==> config.mk <==
export PLATFORM = sky130hd
export DESIGN_NAME = phy_scrambler
export DESIGN_NICKNAME = d
export VERILOG_FILES = /design/src/rtl/phy_scrambler.sv
export SDC_FILE = /design/constraint.sdc
export NUM_CORES = 1
export LEC_CHECK = 0
export BUFFER_PORTS_ARGS = -buffer_cell sky130_fd_sc_hd__buf_2
export CORE_MARGIN = 10
export CORE_UTILIZATION = 25
export DETAILED_ROUTE_END_ITERATION = 8
export GPL_TIMING_DRIVEN = 0
export PLACE_DENSITY = 0.45
export REMOVE_ABC_BUFFERS = 1
export SYNTH_ARGS = -nofsm -noshare
export SYNTH_HDL_FRONTEND = slang
export SYNTH_SLANG_ARGS = --single-unit
==> constraint.sdc <==
create_clock -name clk -period 6.4 [get_ports clk]
set_input_delay 0.32 -clock clk [delete_from_list [all_inputs] [get_ports clk]]
set_output_delay 0.32 -clock clk [all_outputs]
set_load 0.03 [all_outputs]
==> src/rtl/phy_scrambler.sv <==
module phy_scrambler #(
  parameter int LOCK_RUN = 32,
  parameter int SUP_WIN  = 64,
  parameter int SUP_MIN  = 8
) (
  input  logic       clk,
  input  logic       rst_n,
  input  logic [4:0] phy_addr,
  input  logic       tx_valid,
  input  logic       tx_bit,
  output logic       tx_out_valid,
  output logic       tx_out_bit,
  input  logic       rx_valid,
  input  logic       rx_bit,
  output logic       rx_out_valid,
  output logic       rx_out_bit,
  output logic       rx_locked
);
  localparam int SW = 11;
  localparam int RW = $clog2(LOCK_RUN + 1);
  localparam int WW = $clog2(SUP_WIN + 1);

  logic [SW-1:0] tx_lfsr, rx_lfsr;
  logic          tx_key, rx_key, rx_match, rx_data;
  logic [RW-1:0] run;
  logic [WW-1:0] win, ones, ones_next;

  assign tx_key    = tx_lfsr[10] ^ tx_lfsr[8];
  assign rx_key    = rx_lfsr[10] ^ rx_lfsr[8];
  assign rx_data   = rx_bit ^ rx_key;
  assign rx_match  = rx_bit != rx_key;
  assign ones_next = ones + WW'(rx_data);

  always_ff @(posedge clk) begin
    if (!rst_n) begin
      tx_lfsr      <= {6'h3f, phy_addr};
      tx_out_valid <= 1'b0;
      tx_out_bit   <= 1'b0;
    end else begin
      tx_out_valid <= tx_valid;
      if (tx_valid) begin
        tx_out_bit <= tx_bit ^ tx_key;
        tx_lfsr    <= {tx_lfsr[SW-2:0], tx_key};
      end
    end
  end

  always_ff @(posedge clk) begin
    if (!rst_n) begin
      rx_lfsr      <= '1;
      rx_locked    <= 1'b0;
      run          <= '0;
      win          <= '0;
      ones         <= '0;
      rx_out_valid <= 1'b0;
      rx_out_bit   <= 1'b0;
    end else begin
      rx_out_valid <= rx_valid;
      if (rx_valid) begin
        rx_out_bit <= rx_data;
        if (!rx_locked) begin
          rx_lfsr <= {rx_lfsr[SW-2:0], ~rx_bit};
          win     <= '0;
          ones    <= '0;
          if (!rx_match)
            run <= '0;
          else if (run == RW'(LOCK_RUN - 1)) begin
            run       <= '0;
            rx_locked <= 1'b1;
          end else
            run <= run + 1'b1;
        end else begin
          rx_lfsr <= {rx_lfsr[SW-2:0], rx_key};
          if (win == WW'(SUP_WIN - 1)) begin
            win  <= '0;
            ones <= '0;
            if (ones_next < WW'(SUP_MIN)) rx_locked <= 1'b0;
          end else begin
            win  <= win + 1'b1;
            ones <= ones_next;
          end
        end
      end
    end
  end
endmodule


== After elaboration in Yosys (flattened, before gate mapping) ==
Index checks and enable logic that the tools add are counted.
Storage, ports and cells
  flip-flop bits (word level): 47
  logic and storage cells: 40
  output and inout bits: 5
Operators by class
  mux-type cells: 14
  equal/unequal tests: 4
  reductions and logical operators: 1
  bitwise logic cells: 6
  magnitude comparators: 1
  add/subtract/negate cells: 3
Operators by type and width (number)
  $mux 7: 4
  $mux 6: 2
  $mux 5: 2
  $add 7x1->7: 1
  $add 7x1->7 const B: 1
  $eq 7x6->1 const B: 1
  $lt 7x4->1 const B: 1
  $add 6x1->6 const B: 1
  $eq 6x5->1 const B: 1
  $mux 1: 6
  $xor 1x1->1: 4
  $ne 2x1->1 const B: 1
  $not 1->1: 2
  $reduce_and 2->1: 1
  $ne 1x1->1: 1

== Longest topological paths before layout ==
Gate-level depths: netlist of run 1.
  word-level depth: 7
  gate-level depth with buffers: 9

== Worst setup path before layout of run 1 ==
No wires, ideal clock.
  path type: flip-flop to flip-flop
  start point: register rx_lfsr[8]
  end point: register rx_locked
  period minus slack after synthesis: 2056 ps
  setup time: 125 ps
  stages on the path, launching flop included: 10
  path buffers: 1
  arrival: 1931 ps
  slack: 4344 ps
  required time: 6275 ps
  cell sequence: dfxtp_1 -> xnor3_2 -> inv_1 -> ha_1 -> ha_1 -> clkbuf_1 -> xnor2_1 -> a31oi_1 -> nor3_1 -> a21oi_1
Between the ends
  word-level cells in the longest chain between the ends: 7
  elaborated cells on any way between the ends: 9
  classes of those cells: add/sub (1); order compare (1); eq/ne (1); mux (4); bitwise (2)
Ends and longest elaborated chain
  from (decl): line 23  | logic [SW-1:0] tx_lfsr, rx_lfsr;
  from (signal assigned): line 62  | rx_lfsr <= {rx_lfsr[SW-2:0], ~rx_bit};
  from (signal assigned): line 73  | rx_lfsr <= {rx_lfsr[SW-2:0], rx_key};
  $xor 1x1->1: line 29  | assign rx_key = rx_lfsr[10] ^ rx_lfsr[8];
  $xor 1x1->1: line 30  | assign rx_data = rx_bit ^ rx_key;
  via rx_data: line 24  | logic tx_key, rx_key, rx_match, rx_data;
  $add 7x1->7: line 32  | assign ones_next = ones + WW'(rx_data);
  $lt 7x4->1: line 77  | if (ones_next < WW'(SUP_MIN)) rx_locked <= 1'b0;
  $mux 1: line 77
  $mux 1: line 74  | if (win == WW'(SUP_WIN - 1)) begin
  $mux 1: line 61  | if (!rx_locked) begin
  to (signal assigned): line 51  | rx_locked <= 1'b0;
  to (signal assigned): line 69  | rx_locked <= 1'b1;
  to (signal assigned): line 77
  to (decl): line 17  | output logic rx_locked
The timed path passes the listed nets, and every way through them passes these cells.
A chain may end at the register's enable or synchronous reset.

== Final worst setup path of run 1 ==
Ends and elaborated chain as after synthesis.

==> results of run 1 <==
[through the flow]
stage / hold WS, ns / instance area (µm²) / setup WS, ns
2_1_floorplan: 0.382 / 2030 / 4.44
3_3_place_gp: 0.448 / 2240 / 4.15
3_5_place_dp: 0.460 / 2240 / 4.16
4_1_cts: 0.308 / 2340 / 4.14
5_1_grt: 0.304 / 2340 / 3.98
6_report: 0.324 / 2340 / 4.17
[worst max-delay path, cell delays in order (launching register included)]
cell	delay (ns)
dfxtp_1	0.40
xnor3_2	0.52
inv_1	0.13
ha_1	0.22
ha_1	0.33
xnor2_1	0.15
a31oi_1	0.10
nor3_1	0.19
a21oi_1	0.09
[synthesized netlist by cell type, drive strengths merged, types with 5 or more instances]
cell	number	area [µm²]
nor2	15	56.3
a21oi	7	35.0
nand2	30	113
xor2	6	52.6
xnor2	8	70.1
edfxtp	5	150
and3	5	32.5
nand3	8	40.0
dfxtp	42	841
mux2i	19	190
[registers in the layout, summed over array words and instances, names as in the netlist]
register      flops
rx_lfsr          11
tx_lfsr          11
ones              7
win               7
run               6
rx_locked         1
rx_out_bit        1
rx_out_valid      1
tx_out_bit        1
tx_out_valid      1
[layout make-up]
cell class / count / area, µm² / area share (%)
inverter: 4 / 15.0 / 0.641
sequential: 47 / 991 / 42.3
clock buffer: 7 / 76.3 / 3.26
timing repair buffer: 15 / 75.1 / 3.21
clock inverter: 1 / 30.0 / 1.28
tap: 105 / 131 / 5.61
multi-input combinational: 149 / 1020 / 43.7
[path summary, 6_finish.rpt]
check,depth (start not counted),slack [ns],to,startpoint
max reg2reg,8,4.17,rx_locked,rx_lfsr[8]
min,2,0.32,tx_lfsr[2],phy_addr[2]
min reg2reg,2,0.48,tx_lfsr[7],tx_lfsr[7]
max,8,4.17,rx_locked,rx_lfsr[8]
[layer usage]
metal	routed length, µm	vias to the layer above	GRT usage (%)
li1	-	752	-
met1	1990	648	8.14
met2	1650	15	10.0
met3	119	2	3.08
met4	24	0	1.82
met5	0	-	0
[power by group through the flow]
stage	Sequential [mW]	Combinational [mW]	Clock, mW
after floorplan	0.317	0.0170	0
after global placement	0.315	0.0352	0
after detailed placement	0.315	0.0351	0
after CTS	0.308	0.0352	0.223
after global routing	0.309	0.0388	0.237
final	0.308	0.0342	0.211
[kinds of logic (layout without fill, tap and decap cells)]
kind of cell,count (synthesis),count (layout)
buf+inv,12,27
flops,47,47
fa+ha+maj,4,4
mux,23,23
compound gates,28,28
simple gates,79,79
xor+xnor,15,15
==> metrics, run 1 <==
crit path DAT=approximately 2.4 ns; Most used DFF post-synth=dfxtp_1; Syn Std Cell Area=2070 µm²; pin count of the biggest net entering global routing=~40; CTS Buf Count=5; WP data required=~6.6 ns; mean post-synth cell area=9.94 µm²; DIE HEIGHT=111 µm; power per cell area=roughly 240 nW/µm²; grt total ovfl=0; area grow syn2layout=13.2%; RSZ-0062 raised after global routing=false; #FFs+latches synth=47; Post-Synthesis Cells=208; most frequent cells in the layout=dfxtp_1 (42), nand2_1 (30), mux2i_1 (19); fin crit share=approximately a third; Peak VDD IR=around 0.093 mV; crit-path max FO=7; status=finished clean; clock power share=between 30% and 40%; Syn. warnings=0; hold buffer count at CTS=0; Synth Area in Compound Gates=under 10%; Starting Density=between 20 and 30%; register area share after synthesis=between 40% and 50%; Synth async-reset ratio=0%; Synth Area in Adders=roughly 2.4%; Reg power frac=a little under three fifths; DRT iter0 DRCs=76; crit end category=register; multiplexer area fraction after synthesis=between 10% and 20%; die area=12300 µm²; final WL=3790 µm; largest family of logic cells by synthesized area=simple AND/OR/NAND/NOR gates; Layout fillers=approximately 860; switching pwr=about 120 µW; Routed WL per cell=approximately 12 µm; overall power=554 µW; Final Setup Violations=0; Core Footprint=between 8000 and 9000 µm²; Setup Skew=around 0.0078 ns; Resized cells post-CTS=0; Leakage=around 0.91 nW; Final Hold Fails=0; TritonCTS clock tree=built; Rel. slew slack=a little over half; share of cells above drive strength 1=about 14%; H-tree levels=2; Post-Layout Cell Count=328; Via density=roughly 4.3; Gate power share=under 10%; xor/xnor share of the synthesized area=7.08%; global-route wire length before repair=just under 7000 µm; CTS root buf=clkbuf_8; die width=between 100 and 150 µm; clock sinks=between 40 and 50; clk buf depth=2; DPL Wire Length=between 2000 and 3000 µm; initial antenna violation count=0; placed instance count=320; Antenna Nets Post-Route=0; GRT Total Usage=under 10%; I/O pin total=16; crit path kind=register to register; commonest non-fill, non-tap cell in the layout=dfxtp_1; setup_tns=0 ns; via count=roughly 1400; Layout Utilization=approximately 29%; vias in the first global route=approximately 1500; Clock transition at path regs=0.08 ns; min-delay worst type=primary input to register; nets@finish=around 240; synth unique cells=between 40 and 50; number of antenna diodes=0; DRC=0; First-pass DRT Iterations=4; number of port buffers=15; fmax=between 400 and 500 MHz; Sw Share=approximately a fifth; row cnt=33; Final min period=2.23 ns; Simple-Gate Fraction of Synth Area=between 10% and 20%; EDFF count, synth=5; Slew Viols, Final=0; insertion delay to the later sink of the worst-skew pair=approximately 0.29 ns; Slew @ Worst Pin=a little under 0.7 ns; Internal Power=~440 µW; MaxCap Viol Count=0; RD Place Congestion=0.730; setup bufs post-CTS=0; Worst setup SP type=register
Power figures use the tool's default switching activity.
==> run 2, diff against run 1 <==
- PLACE_DENSITY: 0.45 -> 0.46
- clock period: 6.4 -> 1.84 ns (I/O delays scaled with it)
==> metrics, run 2 (synthesized netlist as in run 1, its figures left out) <==
status=finished clean; crit path cell chain=xnor3_2 -> inv_2 -> ha_4 -> ha_4 -> xnor2_1 -> a31oi_1 -> nor3_1 -> a21oi_1; crit path kind=register to register; die area=12300 µm² (unchanged); fin crit share=94.7% (+60 points); top routing layer used=met4; Rel. slew slack=53.9% (-0.94 points); DIE HEIGHT=111 µm (unchanged); Final Setup Violations=0 (unchanged); CP startpoint=rx_lfsr[8]; area grow syn2layout=14.7%; top flop regs=rx_lfsr: 11 flops, tx_lfsr: 11 flops; power per cell area=759 nW/µm² (+220%); CTS Buf Count=5 (unchanged); Core Footprint=8130 µm² (unchanged); TritonCTS clock tree=built; final WL=3900 µm (+3.0%); pin count of the biggest net entering global routing=41 (unchanged); number of antenna diodes=0 (unchanged); fmax=574 MHz (+28%); RD Place Congestion=0.723 (-0.92%); overall power=1.80 mW (+230%); kind of cell adding the most delay to the critical path=XOR/XNOR gates; H-tree levels=2 (unchanged); row cnt=33 (unchanged); met2 WL=1720 µm (+3.8%); WP data required=2.03 ns (-4.55 ns); Worst setup SP type=register; DRC=0 (unchanged); Routed WL per cell=11.8 µm (+2.0%); CTS root buf=clkbuf_8; most frequent cells in the layout=dfxtp_1 (40), nand2_1 (30), mux2i_1 (19); crit path DAT=1.93 ns (-0.48 ns); Hold Crit Start=phy_addr[2]; Via density=4.39 (+1.6%); Leakage=0.900 nW (-0.52%); insertion delay to the later sink of the worst-skew pair=0.30 ns (about the same); Worst path most repeated cell=ha_4; crit end category=register; Clock transition at path regs=0.09 ns (about the same); metal3 WL=167 µm (+40%); nets@finish=240 (+1.3%); hold buffer count at CTS=0 (unchanged); I/O pin total=16 (unchanged); initial antenna violation count=0 (unchanged); grt total ovfl=0 (unchanged); Final Hold Fails=0 (unchanged); Peak VDD IR=0.371 mV (+300%); RSZ-0062 raised after global routing=false; MaxCap Viol Count=0 (unchanged); slowest stage cell on the critical path=xnor3_2; share of cells above drive strength 1=17.7% (+3.3 points); clk buf depth=2 (unchanged); vias in the first global route=1551 (+4.1%); number of port buffers=15 (unchanged); die width=111 µm (unchanged); GRT Total Usage=6.71% (+0.10 points); Antenna Nets Post-Route=0 (unchanged); setup_tns=0 ns (unchanged); reg2reg start=rx_lfsr[8]; Setup Skew=0.00661 ns (-0.00122 ns); Slew Viols, Final=0 (unchanged); Critical path buffers and inverters=1 (unchanged); DPL Wire Length=2550 µm (+0.63%); DRT iter0 DRCs=57 (-25%); Starting Density=25.4% (unchanged); Final min period=1.74 ns (-0.492 ns); Slew @ Worst Pin=0.692 ns (+0.0142 ns); clock sinks=47 (unchanged); First-pass DRT Iterations=4 (unchanged); commonest non-fill, non-tap cell in the layout=dfxtp_1; crit-path max FO=7 (unchanged); WL met1=1970 µm (-1.3%); min-delay worst type=primary input to register; CP max stage delay=0.38 ns (-0.14 ns); global-route wire length before repair=7110 µm (+2.6%); via count=1453 (+2.5%)
-- run 2: cell types whose count changed in the layout (fill, tap and decap cells not counted), sizes merged --
| cell | before | now |
|---|---|---|
| buf | 15 | 18 |
| bufinv | 1 | 0 |
| clkinvlp | 0 | 1 |
| clkinv | 1 | 3 |
| clkbuf | 7 | 5 |
-- run 2: stage by stage --
stage	setup slack [ns]	util, %	hold slack (ns)	instances	instance area, µm²
2_1_floorplan	-0.121	-	0.154	200	2030
3_5_place_dp	-0.392	27.5	0.397	320	2240
4_1_cts	0.00690	28.9	0.0812	329	2350
5_1_grt	0.00237	29.2	0.0775	331	2370
6_report	0.0970	29.2	0.0908	331	2370
3_3_place_gp	-0.410	27.5	0.397	320	2240
-- run 2: path summary, 6_finish.rpt --
check                    end  cells after the start  slack, ns
setup / recovery   rx_locked                      8        0.1
setup reg to reg   rx_locked                      8        0.1
hold / removal    tx_lfsr[2]                      2       0.09
hold reg to reg   rx_lfsr[3]                      2       0.48
-- run 2: report_power, final --
group	switching, mW	internal (mW)
clock network	0.346	0.259
registers	0.0107	1.06
logic	0.0728	0.0530
total	0.430	1.37
-- run 2: what timing repair did --
item / CTS / global route
pin swaps: 1 / 2
resized for setup: 5 / 4
setup buffers: 1 / 2
setup endpoints to repair: 5 / 7
-- run 2: final cells by class --
| class | instances | area (µm²) |
|---|---|---|
| fill | 874 | 5760 |
| multi-input combinational | 149 | 1050 |
| sequential | 47 | 996 |
| clock inverter | 3 | 15.0 |
| clock buffer | 5 | 68.8 |
| tap | 105 | 131 |
| timing repair buffer | 18 | 97.6 |
| inverter | 4 | 15.0 |
-- run 2: routing by layer --
layer / up-vias / global-route usage [%]
met2: 22 / 10.5
li1: 755 / -
met5: - / 0
met4: 0 / 2.08
met3: 7 / 2.44
met1: 669 / 8.34
-- run 2: worst reg2reg max path: cells and delay by family (launching register included) --
family	cells	cell delay, ns
flip-flops	1	0.37
buffers and inverters	1	0.10
AND/OR/NAND/NOR	1	0.14
XOR/XNOR	2	0.51
adder cells (fa/ha/maj)	2	0.34
AO/OA/AOI/OAI	2	0.18
==> run 3, diff against run 2 <==
- CORE_UTILIZATION: 25 -> 53
- PLACE_DENSITY: 0.46 -> 0.8
==> metrics, run 3 (synthesized netlist as in run 1, its figures left out) <==
GRT Total Usage=11.5% (+4.8 points); fin crit share=94.8% (about the same); Post-Layout Cell Count=272 (-18%); crit path DAT=1.93 ns (about the same); vias in the first global route=1397 (-9.9%); Worst setup SP type=register; Antenna Nets Post-Route=0 (unchanged); CTS Buf Count=5 (unchanged); Final min period=1.74 ns (+0.00174 ns); number of port buffers=15 (unchanged); placed instance count=263 (-18%); Final Setup Violations=0 (unchanged); Gate power share=6.1% (-0.9 points); power per cell area=866 nW/µm² (+14%); worst reg-to-reg setup slack=0.1 ns (about the same); final instance area=2330 µm² (-1.9%); RD Place Congestion=0.798 (+10%); Slew Viols, Final=0 (unchanged); grt total ovfl=0 (unchanged); Starting Density=55.7% (+30 points); crit end category=register; Setup Skew=0.00575 ns (-0.000855 ns); DPL Wire Length=2440 µm (-4.5%); Via density=5.38 (+22%); final WL=3600 µm (-7.7%); share of cells above drive strength 1=17.4% (-0.29 points); Routed WL per cell=13.2 µm (+12%); number of antenna diodes=0 (unchanged); global-route wire length before repair=6160 µm (-13%); switching pwr=415 µW (-3.4%); DIE HEIGHT=82.5 µm (-26%); RSZ-0062 raised after global routing=true; Leakage=0.914 nW (+1.5%); Final Hold Fails=0 (unchanged); Sw Share=20.6% (-3.3 points); Layout fillers=319 (-64%); Core Footprint=3720 µm² (-54%); top flop regs=rx_lfsr: 11 flops, tx_lfsr: 11 flops; I/O pin total=16 (unchanged); die area=6800 µm² (-45%); H-tree levels=2 (unchanged); clock power share=40.7% (+7.1 points); hold slack=0.0899 ns (-0.000845 ns); nets@finish=238 (-0.83%); pin count of the biggest net entering global routing=41 (unchanged); commonest non-fill, non-tap cell in the layout=dfxtp_1; initial antenna violation count=0 (unchanged); WP data required=2.03 ns (about the same); clock sinks=47 (unchanged); most frequent cells in the layout=dfxtp_1 (40), nand2_1 (30), mux2i_1 (19); Reg power frac=53.2% (-6.2 points); min-delay worst type=primary input to register; Peak VDD IR=0.639 mV (+72%); Clock transition at path regs=0.08 ns (about the same); CTS root buf=clkbuf_8; DRC=0 (unchanged); row cnt=22 (-33%); Post-DP Area=2160 µm² (-3.2%); Slew @ Worst Pin=0.642 ns (-0.0499 ns); clk buf depth=2 (unchanged); status=finished clean; DRT iter0 DRCs=45 (-21%); crit path kind=register to register; Rel. slew slack=57.2% (+3.3 points); setup_tns=0 ns (unchanged); First-pass DRT Iterations=4 (unchanged); via count=1462 (+0.62%); TritonCTS clock tree=built; crit-path max FO=7 (unchanged); area grow syn2layout=12.5%; insertion delay to the later sink of the worst-skew pair=0.30 ns (about the same); MaxCap Viol Count=0 (unchanged); fmax=573 MHz (about the same); die width=82.5 µm (-26%); Internal Power=1.60 mW (+17%); hold buffer count at CTS=0 (unchanged)
run 3: power groups by stage:
stage               registers (mW)  logic (mW)  clock network (mW)
floorplan                     1.10      0.0593                   0
detailed placement            1.10       0.120                   0
global route                  1.08       0.138               0.874
finish                        1.07       0.124               0.820
CTS                           1.07       0.124               0.835
global placement              1.10       0.117                   0
run 3: per-stage QoR:
stage          total power, mW  utilization (%)  worst slack [ns]
2_1_floorplan             1.16                -            -0.121
3_3_place_gp              1.21             58.2            -0.330
3_5_place_dp              1.22             58.2            -0.354
4_1_cts                   2.03             62.6            0.0268
5_1_grt                   2.09             62.6           -0.0635
6_report                  2.02             62.6            0.0952
run 3: routing by layer:
layer | wire length (µm) | vias to the layer above | track usage, %
met5 | 0 | - | 0
met3 | 117 | 6 | 3.89
met1 | 1740 | 682 | 13.5
met2 | 1680 | 16 | 18.9
met4 | 63 | 0 | 4.59
li1 | - | 758 | -
run 3: worst max-delay path: stages (launching register included):
cell	delay [ns]
dfxtp_2	0.35
xnor3_2	0.39
inv_2	0.11
ha_4	0.16
ha_4	0.17
xnor2_1	0.12
a31oi_1	0.11
nor3_1	0.16
a21oi_1	0.09
run 3: cell type report:
class	count	area [µm²]	share of cell area, %
Clock buffer	7	97.6	4.19
Clock inverter	1	30.0	1.29
Inverter	4	15.0	0.645
Multi-Input combinational cell	149	1050	45.1
Sequential cell	47	993	42.7
Tap cell	48	60.1	2.58
Timing Repair Buffer	16	82.6	3.55
run 3: final timing paths:
kind                                  start  cells after the start          to
worst min register to register   rx_lfsr[5]                      2  rx_lfsr[5]
worst min-delay path            phy_addr[2]                      2  tx_lfsr[2]
worst max-delay path            rx_lfsr[10]                      8   rx_locked
worst max register to register  rx_lfsr[10]                      8   rx_locked
run 3: timing repair:
item	CTS	global route
endpoints found under the setup margin	5	7
gates resized for setup	5	3
setup buffers	1	0
pin swaps	1	1
